## config.mk

```make
export PLATFORM = sky130hd
export DESIGN_NAME = line_irq_mult_unit
export DESIGN_NICKNAME = d
export VERILOG_FILES = /design/src/rtl/lirq_pkg.sv /design/src/rtl/lirq_decode.sv /design/src/rtl/lirq_irq_core.sv /design/src/rtl/lirq_mult.sv /design/src/rtl/line_irq_mult_unit.sv
export SDC_FILE = /design/constraint.sdc
export NUM_CORES = 1
export LEC_CHECK = 0
export BUFFER_PORTS_ARGS = -buffer_cell sky130_fd_sc_hd__buf_4
export CORE_MARGIN = 1.5
export CORE_UTILIZATION = 35
export DETAILED_ROUTE_END_ITERATION = 7
export GPL_TIMING_DRIVEN = 0
export PLACE_DENSITY = 0.64
export SETUP_SLACK_MARGIN = 0.3
export SLEW_MARGIN = 20
export SYNTH_ARGS = -nofsm -noshare
export SYNTH_HDL_FRONTEND = slang
export SYNTH_SLANG_ARGS = --single-unit
```

## constraint.sdc

```tcl
create_clock -name clk -period 5.1 [get_ports clk]
set_input_delay 0.765 -clock clk [delete_from_list [all_inputs] [get_ports clk]]
set_output_delay 0.765 -clock clk [all_outputs]
set_load 0.01 [all_outputs]
```

## src/rtl/lirq_pkg.sv

```systemverilog
package lirq_pkg;

   // register select produced by the address decoder
   typedef enum logic [2:0] {
      SEL_NONE = 3'd0,
      SEL_CMP  = 3'd1,
      SEL_CTL  = 3'd2,
      SEL_MA   = 3'd3,
      SEL_MB   = 3'd4
   } reg_sel_e;

   // offsets of the registers from the block base address
   localparam int unsigned OFS_CMP = 0;
   localparam int unsigned OFS_CTL = 1;
   localparam int unsigned OFS_MA  = 2;
   localparam int unsigned OFS_MB  = 3;

   // multiplier implementation variants
   localparam int unsigned MUL_OPERATOR = 0;
   localparam int unsigned MUL_SHIFTADD = 1;

endpackage

```

## src/rtl/lirq_decode.sv

```systemverilog
module lirq_decode
   import lirq_pkg::*;
#(
   parameter int unsigned        AW   = 16,
   parameter logic [AW-1:0]      BASE = 16'h5203
)(
   input  logic [AW-1:0] addr,
   output reg_sel_e      sel
);

   localparam logic [AW-1:0] A_CMP = BASE + AW'(OFS_CMP);
   localparam logic [AW-1:0] A_CTL = BASE + AW'(OFS_CTL);
   localparam logic [AW-1:0] A_MA  = BASE + AW'(OFS_MA);
   localparam logic [AW-1:0] A_MB  = BASE + AW'(OFS_MB);

   always_comb begin
      if (addr == A_CMP)      sel = SEL_CMP;
      else if (addr == A_CTL) sel = SEL_CTL;
      else if (addr == A_MA)  sel = SEL_MA;
      else if (addr == A_MB)  sel = SEL_MB;
      else                    sel = SEL_NONE;
   end

endmodule

```

## src/rtl/lirq_irq_core.sv

```systemverilog
module lirq_irq_core #(
   parameter int unsigned LW = 8
)(
   input  logic          clk,
   input  logic          rst_n,
   input  logic          wr_cmp,
   input  logic [LW-1:0] cmp_wdata,
   input  logic          wr_en,
   input  logic          en_wbit,
   input  logic          rd_clr,
   input  logic          line_tick,
   input  logic [LW-1:0] line_num,
   output logic          pend,
   output logic          irq_out
);

   logic [LW-1:0] cmp_q;
   logic          en_q;
   logic          pend_q;
   logic          hit;

   // a match needs a nonzero compare value
   assign hit = line_tick && (cmp_q != '0) && (line_num == cmp_q);

   always_ff @(posedge clk) begin
      if (!rst_n) begin
         cmp_q <= '0;
         en_q  <= 1'b0;
      end else begin
         if (wr_cmp) cmp_q <= cmp_wdata;
         if (wr_en)  en_q  <= en_wbit;
      end
   end

   // set has priority over the read-clear so no event is lost
   always_ff @(posedge clk) begin
      if (!rst_n)      pend_q <= 1'b0;
      else if (hit)    pend_q <= 1'b1;
      else if (rd_clr) pend_q <= 1'b0;
   end

   assign pend    = pend_q;
   assign irq_out = pend_q & en_q;

   // a match sets the flag at the next edge
   a_r2_match_sets: assert property (@(posedge clk) disable iff (!rst_n)
      (line_tick && cmp_q != '0 && line_num == cmp_q) |=> pend_q);

   // zero compare never raises the flag
   a_r3_zero_quiet: assert property (@(posedge clk) disable iff (!rst_n)
      (!pend_q && cmp_q == '0) |=> !pend_q);

   // a clearing read with no match drops the flag
   a_r7_read_clears: assert property (@(posedge clk) disable iff (!rst_n)
      (rd_clr && !(line_tick && cmp_q != '0 && line_num == cmp_q)) |=> !pend_q);

   // a non-matching pulse cannot raise the flag
   a_r4_miss_keeps: assert property (@(posedge clk) disable iff (!rst_n)
      (!pend_q && line_num != cmp_q) |=> !pend_q);

endmodule

```

## src/rtl/lirq_mult.sv

```systemverilog
module lirq_mult
   import lirq_pkg::*;
#(
   parameter int unsigned DW   = 8,
   parameter int unsigned IMPL = MUL_OPERATOR
)(
   input  logic            clk,
   input  logic            rst_n,
   input  logic            wr_a,
   input  logic            wr_b,
   input  logic [DW-1:0]   wdata,
   output logic [2*DW-1:0] prod
);

   localparam int unsigned PW = 2 * DW;

   logic [DW-1:0] a_q;
   logic [DW-1:0] b_q;

   always_ff @(posedge clk) begin
      if (!rst_n) begin
         a_q <= '1;
         b_q <= '1;
      end else begin
         if (wr_a) a_q <= wdata;
         if (wr_b) b_q <= wdata;
      end
   end

   generate
      if (IMPL == MUL_OPERATOR) begin : g_op
         assign prod = PW'(a_q) * PW'(b_q);
      end else if (IMPL == MUL_SHIFTADD) begin : g_sa
         logic [PW-1:0] acc;
         always_comb begin
            acc = '0;
            for (int i = 0; i < DW; i++) begin
               if (b_q[i]) acc = acc + (PW'(a_q) << i);
            end
         end
         assign prod = acc;
      end else begin : g_bad
         $error("lirq_mult: unknown IMPL");
         assign prod = '0;
      end
   endgenerate

   // the product only moves when an operand is written
   a_r9_prod_stable: assert property (@(posedge clk) disable iff (!rst_n)
      (!wr_a && !wr_b) |=> $stable(prod));

endmodule

```

## src/rtl/line_irq_mult_unit.sv

```systemverilog
module line_irq_mult_unit
   import lirq_pkg::*;
#(
   parameter int unsigned   AW       = 16,
   parameter int unsigned   DW       = 8,
   parameter logic [AW-1:0] BASE     = 16'h5203,
   parameter int unsigned   MUL_IMPL = MUL_OPERATOR
)(
   input  logic          clk,
   input  logic          rst_n,
   input  logic [AW-1:0] bus_addr,
   input  logic [DW-1:0] bus_wdata,
   input  logic          bus_wr,
   input  logic          bus_rd,
   input  logic          bus_rd_quiet,
   output logic [DW-1:0] bus_rdata,
   input  logic [DW-1:0] open_bus,
   input  logic          line_tick,
   input  logic [DW-1:0] line_num,
   input  logic          in_frame,
   output logic          irq_out
);

   localparam int unsigned PW        = 2 * DW;
   localparam int unsigned PEND_BIT  = DW - 1;
   localparam int unsigned FRAME_BIT = DW - 2;

   generate
      if (DW < 8) begin : g_chk_dw
         $error("line_irq_mult_unit: DW must be at least 8");
      end
      if (AW < 16) begin : g_chk_aw
         $error("line_irq_mult_unit: AW must be at least 16");
      end
   endgenerate

   reg_sel_e      sel;
   logic          pend;
   logic          rd_clr;
   logic [PW-1:0] prod;
   logic [DW-1:0] status;

   lirq_decode #(.AW(AW), .BASE(BASE)) u_dec (
      .addr (bus_addr),
      .sel  (sel)
   );

   assign rd_clr = bus_rd && !bus_rd_quiet && (sel == SEL_CTL);

   lirq_irq_core #(.LW(DW)) u_irq (
      .clk       (clk),
      .rst_n     (rst_n),
      .wr_cmp    (bus_wr && sel == SEL_CMP),
      .cmp_wdata (bus_wdata),
      .wr_en     (bus_wr && sel == SEL_CTL),
      .en_wbit   (bus_wdata[PEND_BIT]),
      .rd_clr    (rd_clr),
      .line_tick (line_tick),
      .line_num  (line_num),
      .pend      (pend),
      .irq_out   (irq_out)
   );

   lirq_mult #(.DW(DW), .IMPL(MUL_IMPL)) u_mul (
      .clk   (clk),
      .rst_n (rst_n),
      .wr_a  (bus_wr && sel == SEL_MA),
      .wr_b  (bus_wr && sel == SEL_MB),
      .wdata (bus_wdata),
      .prod  (prod)
   );

   always_comb begin
      status            = '0;
      status[PEND_BIT]  = pend;
      status[FRAME_BIT] = in_frame;
   end

   always_comb begin
      unique case (sel)
         SEL_CTL: bus_rdata = status;
         SEL_MA:  bus_rdata = prod[DW-1:0];
         SEL_MB:  bus_rdata = prod[PW-1:DW];
         default: bus_rdata = open_bus;
      endcase
   end

   // a quiet status read keeps the pending flag
   a_r8_quiet_keeps: assert property (@(posedge clk) disable iff (!rst_n)
      (bus_rd && bus_rd_quiet && sel == SEL_CTL && pend) |=> pend);

   // the interrupt never rises without a pending event
   a_r5_irq_needs_pend: assert property (@(posedge clk) disable iff (!rst_n)
      $rose(irq_out) |-> pend);

   // undecoded reads pass the open-bus byte
   a_r10_open_bus: assert property (@(posedge clk) disable iff (!rst_n)
      (sel == SEL_NONE || sel == SEL_CMP) |-> (bus_rdata == open_bus));

endmodule

```

; Word level (Yosys, flattened, before mapping)
; Cells that the tools add are included.
[word_totals]
register_bits = 26
inputBits = 47
output_inout_bits = 9
elab_cells = 34
[classes]
multipliers = 1
eq_ne = 9
mux = 7
n_bitwise = 1
reduce_logical = 11
[op_table]
columns = cell, count
row1 = $eq 16x15->1 const B, 4
row2 = $pmux 8 s3, 1
row3 = $mul 8x8->16, 1
row4 = $mux 3, 4
row5 = $eq 8x8->1, 1
row6 = $logic_and 1x1->1, 8
row7 = $reduce_bool 8->1, 1
row8 = $eq 3x2->1 const B, 2
row9 = $eq 3x1->1 const B, 1
row10 = $eq 3x3->1 const B, 1
row11 = $mux 1, 2
row12 = $reduce_bool 2->1, 1
row13 = $and 1x1->1, 1
row14 = $logic_not 1->1, 1

; Depth between registers and ports, before layout
[depth]
depth_word = 9
mapped_depth = 15
depth_no_buf = 15

; Hierarchy
; From an unflattened synthesis, not the netlist that was laid out.
[unflattened]
cells_unflattened = 399
area_unflattened_um2 = 3601.0
[by_module_without_submodules]
columns = mod, instances, cells_per_inst, area_each_um2, seq_area_each_um2
row1 = lirq_mult, 1, 295, 2692.6, 320.3
row2 = lirq_irq_core, 1, 46, 481.7, 200.2
row3 = line_irq_mult_unit, 1, 42, 316.6, 0.0
row4 = lirq_decode, 1, 16, 110.1, 0.0

; Worst setup path after synthesis
; OpenSTA, ideal clock, no wires.
[synth_timing]
path_kind = register -> output
start = reg u_mul.b_q[7]
end = out bus_rdata[4]
arrival_time_ns = 4.174
t_required_ns = 4.335
setup_slack_ns = 0.161
path_stages_with_launch = 16
n_path_buf = 1
cell_sequence = dfxtp_1 > clkbuf_1 > nand2_1 > fa_1 > fa_1 > inv_1 > fa_1 > inv_1 > fa_1 > inv_1 > ha_1 > o21a_1 > o21a_1 > a2111oi_0 > o211ai_1 > nand3_1
[synth_via]
elab_chain_len = 2
[synth_lines]
columns = item, line
row1 = "start, declared", lirq_mult.sv:18  ; logic [DW-1:0] b_q;
row2 = "start signal, assigned", lirq_mult.sv:26  ; if (wr_b) b_q <= wdata;
row3 = $mul 8x8->16, lirq_mult.sv:32  ; assign prod = PW'(a_q) * PW'(b_q);
row4 = $pmux 8 s3, line_irq_mult_unit.sv:80  ; unique case (sel)
row5 = "end, declared", line_irq_mult_unit.sv:16  ; output logic [DW-1:0] bus_rdata,
; No other way between the ends.

; Worst setup path after layout
[layout_timing]
start = reg u_mul.b_q[2]
end = out bus_rdata[5]
; The elaborated chain is that of the path after synthesis.

==> impl_metrics.tcl <==
set metrics [dict create \
    p_total_mw 0.400 \
    synth_top_family_by_area "adder cells" \
    crit_family "adder cells" \
    drc_errors 0 \
    fp.dieArea_mm2 0.0107 \
    busiest_layer "met2" \
    cp_cell_sequence "buf_4 > and2_1 > fa_1 > fa_1 > fa_1 > inv_1 > fa_1 > inv_2 > ha_4 > a21oi_2 > o211ai_1 > buf_4 > a41oi_2 > nor3_2 > a211o_1 > buf_4" \
    setup_repair_after_global_routing_missed_its_margin "true" \
    rows 36 \
    ir_drop_mv 0.179 \
    grt_pass1_wl_um 15000 \
    outcome "completed" \
    initial_core_util 0.360 \
    synth.avg_cell_area_um2 8.55 \
    cts.clk_slew.worst_paths_ns 0.09 \
    most_common_cell_after_layout_fill_and_taps_aside "sky130_fd_sc_hd__buf_4" \
    vias_in_the_first_global_route 3272 \
    synth_compound_area_frac 0.104 \
    drtAntennaViolNets 0 \
    slowest_delay_ns 0.50 \
    place_hpwl_um 6860 \
    timing.final.crit_period_ns 5.01 \
    core_region_area_mm2 0.00977 \
    clock_tree.root_cell "sky130_fd_sc_hd__clkbuf_8" \
    cts.hold.buffers_added 0 \
    worst_hold_slack_ns 0.535 \
    clock.fmax_mhz 200 \
    buffer_ports.inserted 54 \
    r2r_start "u_irq.cmp_q[3]" \
    worst-setup-path-type "register to primary output" \
    num-fill-cells 953 \
    routed_wirelength_um 8930 \
    netlist_area_before_placement_mm2 0.00352 \
    h-tree-depth 1 \
    final.period_utilization 0.983 \
    gp_congestion 0.800 \
    power-per-cell-area_mw_per_mm2 86.2 \
    synth_simple_gate_area_share 0.269 \
    netlist_instances 412 \
    critPathCaptureType "primary output" \
    path_category_of_the_worst_min_delay_check "register to register" \
    start_kind "register" \
    vias 3168 \
    grt_antenna_before_repair 0 \
    hold_violations 0 \
    drt_first_pass_iters 4 \
    most-common-layout-cells "sky130_fd_sc_hd__buf_4, sky130_fd_sc_hd__and2_1, sky130_fd_sc_hd__nand2_1, sky130_fd_sc_hd__inv_1, sky130_fd_sc_hd__fa_1" \
    grt_use_total 0.177 \
    crit_top_cell "sky130_fd_sc_hd__fa_1" \
    crit_required_ns 4.34 \
    mappedNetlistNets 531 \
    timing.hold.worst.start "u_mul.a_q[1]" \
    fp.dieW_um 103 \
    deepest_clock_path_buffer_count 2 \
    finalCoreUtilization 0.475 \
    clock_latency_ns 0.27 \
    cpMaxStageDelayCell "sky130_fd_sc_hd__fa_1" \
    worst_hold_path.endpoint "u_mul.a_q[1]" \
    critPathMaxFanout 8 \
    multiInputGateArea_mm2 0.00302 \
    number_of_buffers_added_by_the_clock_tree_synthesis_step 3 \
    area_growth_pct 31.7 \
    floorplan.die.height_um 103 \
    ys_warn_count 0 \
    muxShareOfSynthArea 0.0483 \
    rr_endpoint "u_irq.pend" \
    num_io_pins 56 \
    sequential_cell_area_um2 566 \
    ys_types 46 \
    antenna_cells_inserted 0 \
    edff_count_synth 0 \
    grt_overflow 0 \
    global_route.usage.met3 0.0222 \
    yosys.area_share.adder 0.333 \
    avgRoutedWirePerCell_um 14.3 \
    num-nets-final 613 \
    fin_skew_ns 0.000535 \
    worst_slew_margin_rel 0.362 \
    detail_route.iter0.violations 87 \
    hold-path-cell-count 2 \
    synth_xor_xnor_area_share 0.0323 \
    regToRegSetupSlack_ns 3.89 \
    placed_cell_area_mm2 0.00410 \
    cp_num_buf_inv 5 \
    clkSinkCount 26 \
    synthesized_flop_and_latch_total 26 \
    ys_async_sr_fraction 0 \
    tritoncts_clock_tree "yes" \
    timing_worst_slew_pin_value_ns 0.950 \
    gr-usage-met1 0.224 \
    vias_per_cell 5.06 \
    worstPathArrival_ns 4.25 \
    ff2ff_path_depth 5 \
    grt.met2_usage 0.322 \
    report.final.setup_viol 0 \
    grt_start_max_net_pins 15 \
    sequential_share_of_the_synthesized_area 0.148 \
    leakagePower_nw 1.97 \
    synth_top_flop_cell "sky130_fd_sc_hd__dfxtp_1" \
    drive_gt1_frac 0.288 \
    finalInstanceArea_mm2 0.00464 \
    timing.final.max_slew_violations 0 \
    max_cap_viol_count 0 \
]
==> cells by family (layout without fill, tap and decap cells) <==
| logic type | Yosys count | count (layout) |
|---|---|---|
| simple gates | 167 | 167 |
| fa+ha+maj | 72 | 72 |
| buf+inv | 61 | 142 |
| compound gates | 56 | 56 |
| flops | 26 | 26 |
| mux | 17 | 17 |
| xor+xnor | 13 | 13 |
==> worst register-to-register path: cells and delay by family, from the launching register on <==
family | cells | cell delay, ns
AND/OR/NAND/NOR | 2 | 0.33
XOR/XNOR | 1 | 0.14
AO/OA/AOI/OAI | 2 | 0.28
flip-flops | 1 | 0.38
==> where the power goes <==
group / switching, mW / total, mW / internal [mW]
Combinational: 0.0283 / 0.0675 / 0.0392
Sequential: 0.00000439 / 0.197 / 0.197
Clock: 0.0663 / 0.136 / 0.0692
Total: 0.0946 / 0.400 / 0.305
==> through the flow <==
| step | setup TNS [ns] | setup slack, ns | cells |
|---|---|---|---|
| finish | 0 | 0.0881 | 626 |
| global route | -0.180 | -0.0738 | 626 |
| detailed placement | -0.276 | -0.0921 | 599 |
| global placement | -0.108 | -0.0651 | 599 |
| CTS | 0 | 0.0484 | 622 |
| floorplan | 0 | 0.324 | 412 |
==> synthesized netlist by cell type (2+ instances only) <==
| cell type | count | area share |
|---|---|---|
| sky130_fd_sc_hd__ha_1 | 36 | 0.13 |
| sky130_fd_sc_hd__nor3_1 | 6 | 0.0085 |
| sky130_fd_sc_hd__a21oi_1 | 9 | 0.013 |
| sky130_fd_sc_hd__a211oi_1 | 3 | 0.0064 |
| sky130_fd_sc_hd__a22oi_1 | 5 | 0.011 |
| sky130_fd_sc_hd__dfxtp_1 | 26 | 0.15 |
| sky130_fd_sc_hd__nand3_1 | 11 | 0.016 |
| sky130_fd_sc_hd__and2_1 | 53 | 0.094 |
| sky130_fd_sc_hd__and4bb_2 | 2 | 0.0071 |
| sky130_fd_sc_hd__o211ai_1 | 4 | 0.0085 |
| sky130_fd_sc_hd__nor4bb_1 | 2 | 0.0057 |
| sky130_fd_sc_hd__nor4_1 | 3 | 0.0053 |
| sky130_fd_sc_hd__o21bai_1 | 4 | 0.0085 |
| sky130_fd_sc_hd__buf_2 | 2 | 0.0028 |
| sky130_fd_sc_hd__inv_1 | 49 | 0.052 |
| sky130_fd_sc_hd__nand2_1 | 49 | 0.052 |
| sky130_fd_sc_hd__o21ai_0 | 15 | 0.021 |
| sky130_fd_sc_hd__nor2_1 | 8 | 0.0085 |
| sky130_fd_sc_hd__nor4b_1 | 3 | 0.0075 |
| sky130_fd_sc_hd__fa_1 | 36 | 0.20 |
| sky130_fd_sc_hd__nand2b_1 | 7 | 0.012 |
| sky130_fd_sc_hd__nand4_1 | 2 | 0.0036 |
| sky130_fd_sc_hd__xnor2_1 | 7 | 0.017 |
| sky130_fd_sc_hd__clkbuf_1 | 9 | 0.0096 |
| sky130_fd_sc_hd__o31ai_1 | 2 | 0.0043 |
| sky130_fd_sc_hd__o21a_1 | 5 | 0.011 |
| sky130_fd_sc_hd__nor2b_1 | 10 | 0.018 |
| sky130_fd_sc_hd__or3_1 | 3 | 0.0053 |
| sky130_fd_sc_hd__or4_1 | 2 | 0.0043 |
| sky130_fd_sc_hd__a21o_1 | 2 | 0.0043 |
| sky130_fd_sc_hd__mux2i_1 | 17 | 0.048 |
| sky130_fd_sc_hd__xor2_1 | 6 | 0.015 |
==> cell type report <==
class / instances / share of cell area
multi-input cells: 325 / 0.652
repair buffers: 77 / 0.126
flip-flops and latches: 26 / 0.122
inverters: 49 / 0.0397
well taps: 133 / 0.0359
plain buffers: 12 / 0.0127
clock buffers: 4 / 0.0119
==> registers in the layout, summed over array words and instances (netlist names) <==
name	cells
u_mul.a_q	8
u_irq.pend	1
u_irq.cmp_q	8
u_irq.en_q	1
u_mul.b_q	8
==> what timing repair did <==
item / CTS / global route
pin swaps: 44 / 20
gates resized for setup: 73 / 14
setup buffers: 19 / 4
setup endpoints to repair: 8 / 8
hold endpoints to repair: 0 / 0
==> layer usage <==
metal / wire length [um] / vias to the layer above
met5: 0 / -
li1: - / 1535
met2: 4570 / 65
met3: 287 / 9
met4: 105 / 0
met1: 3970 / 1559
==> worst max-delay path by stage <==
stage,start,to,cells after the start
2_1_floorplan,u_mul.b_q[7],bus_rdata[6],15
3_3_place_gp,u_mul.b_q[4],bus_rdata[5],14
3_5_place_dp,u_mul.b_q[4],bus_rdata[5],14
4_1_cts,u_mul.a_q[2],bus_rdata[4],15
5_1_grt,u_mul.b_q[2],bus_rdata[5],16
6_report,u_mul.b_q[2],bus_rdata[5],16
Power figures use the tool's default switching activity.
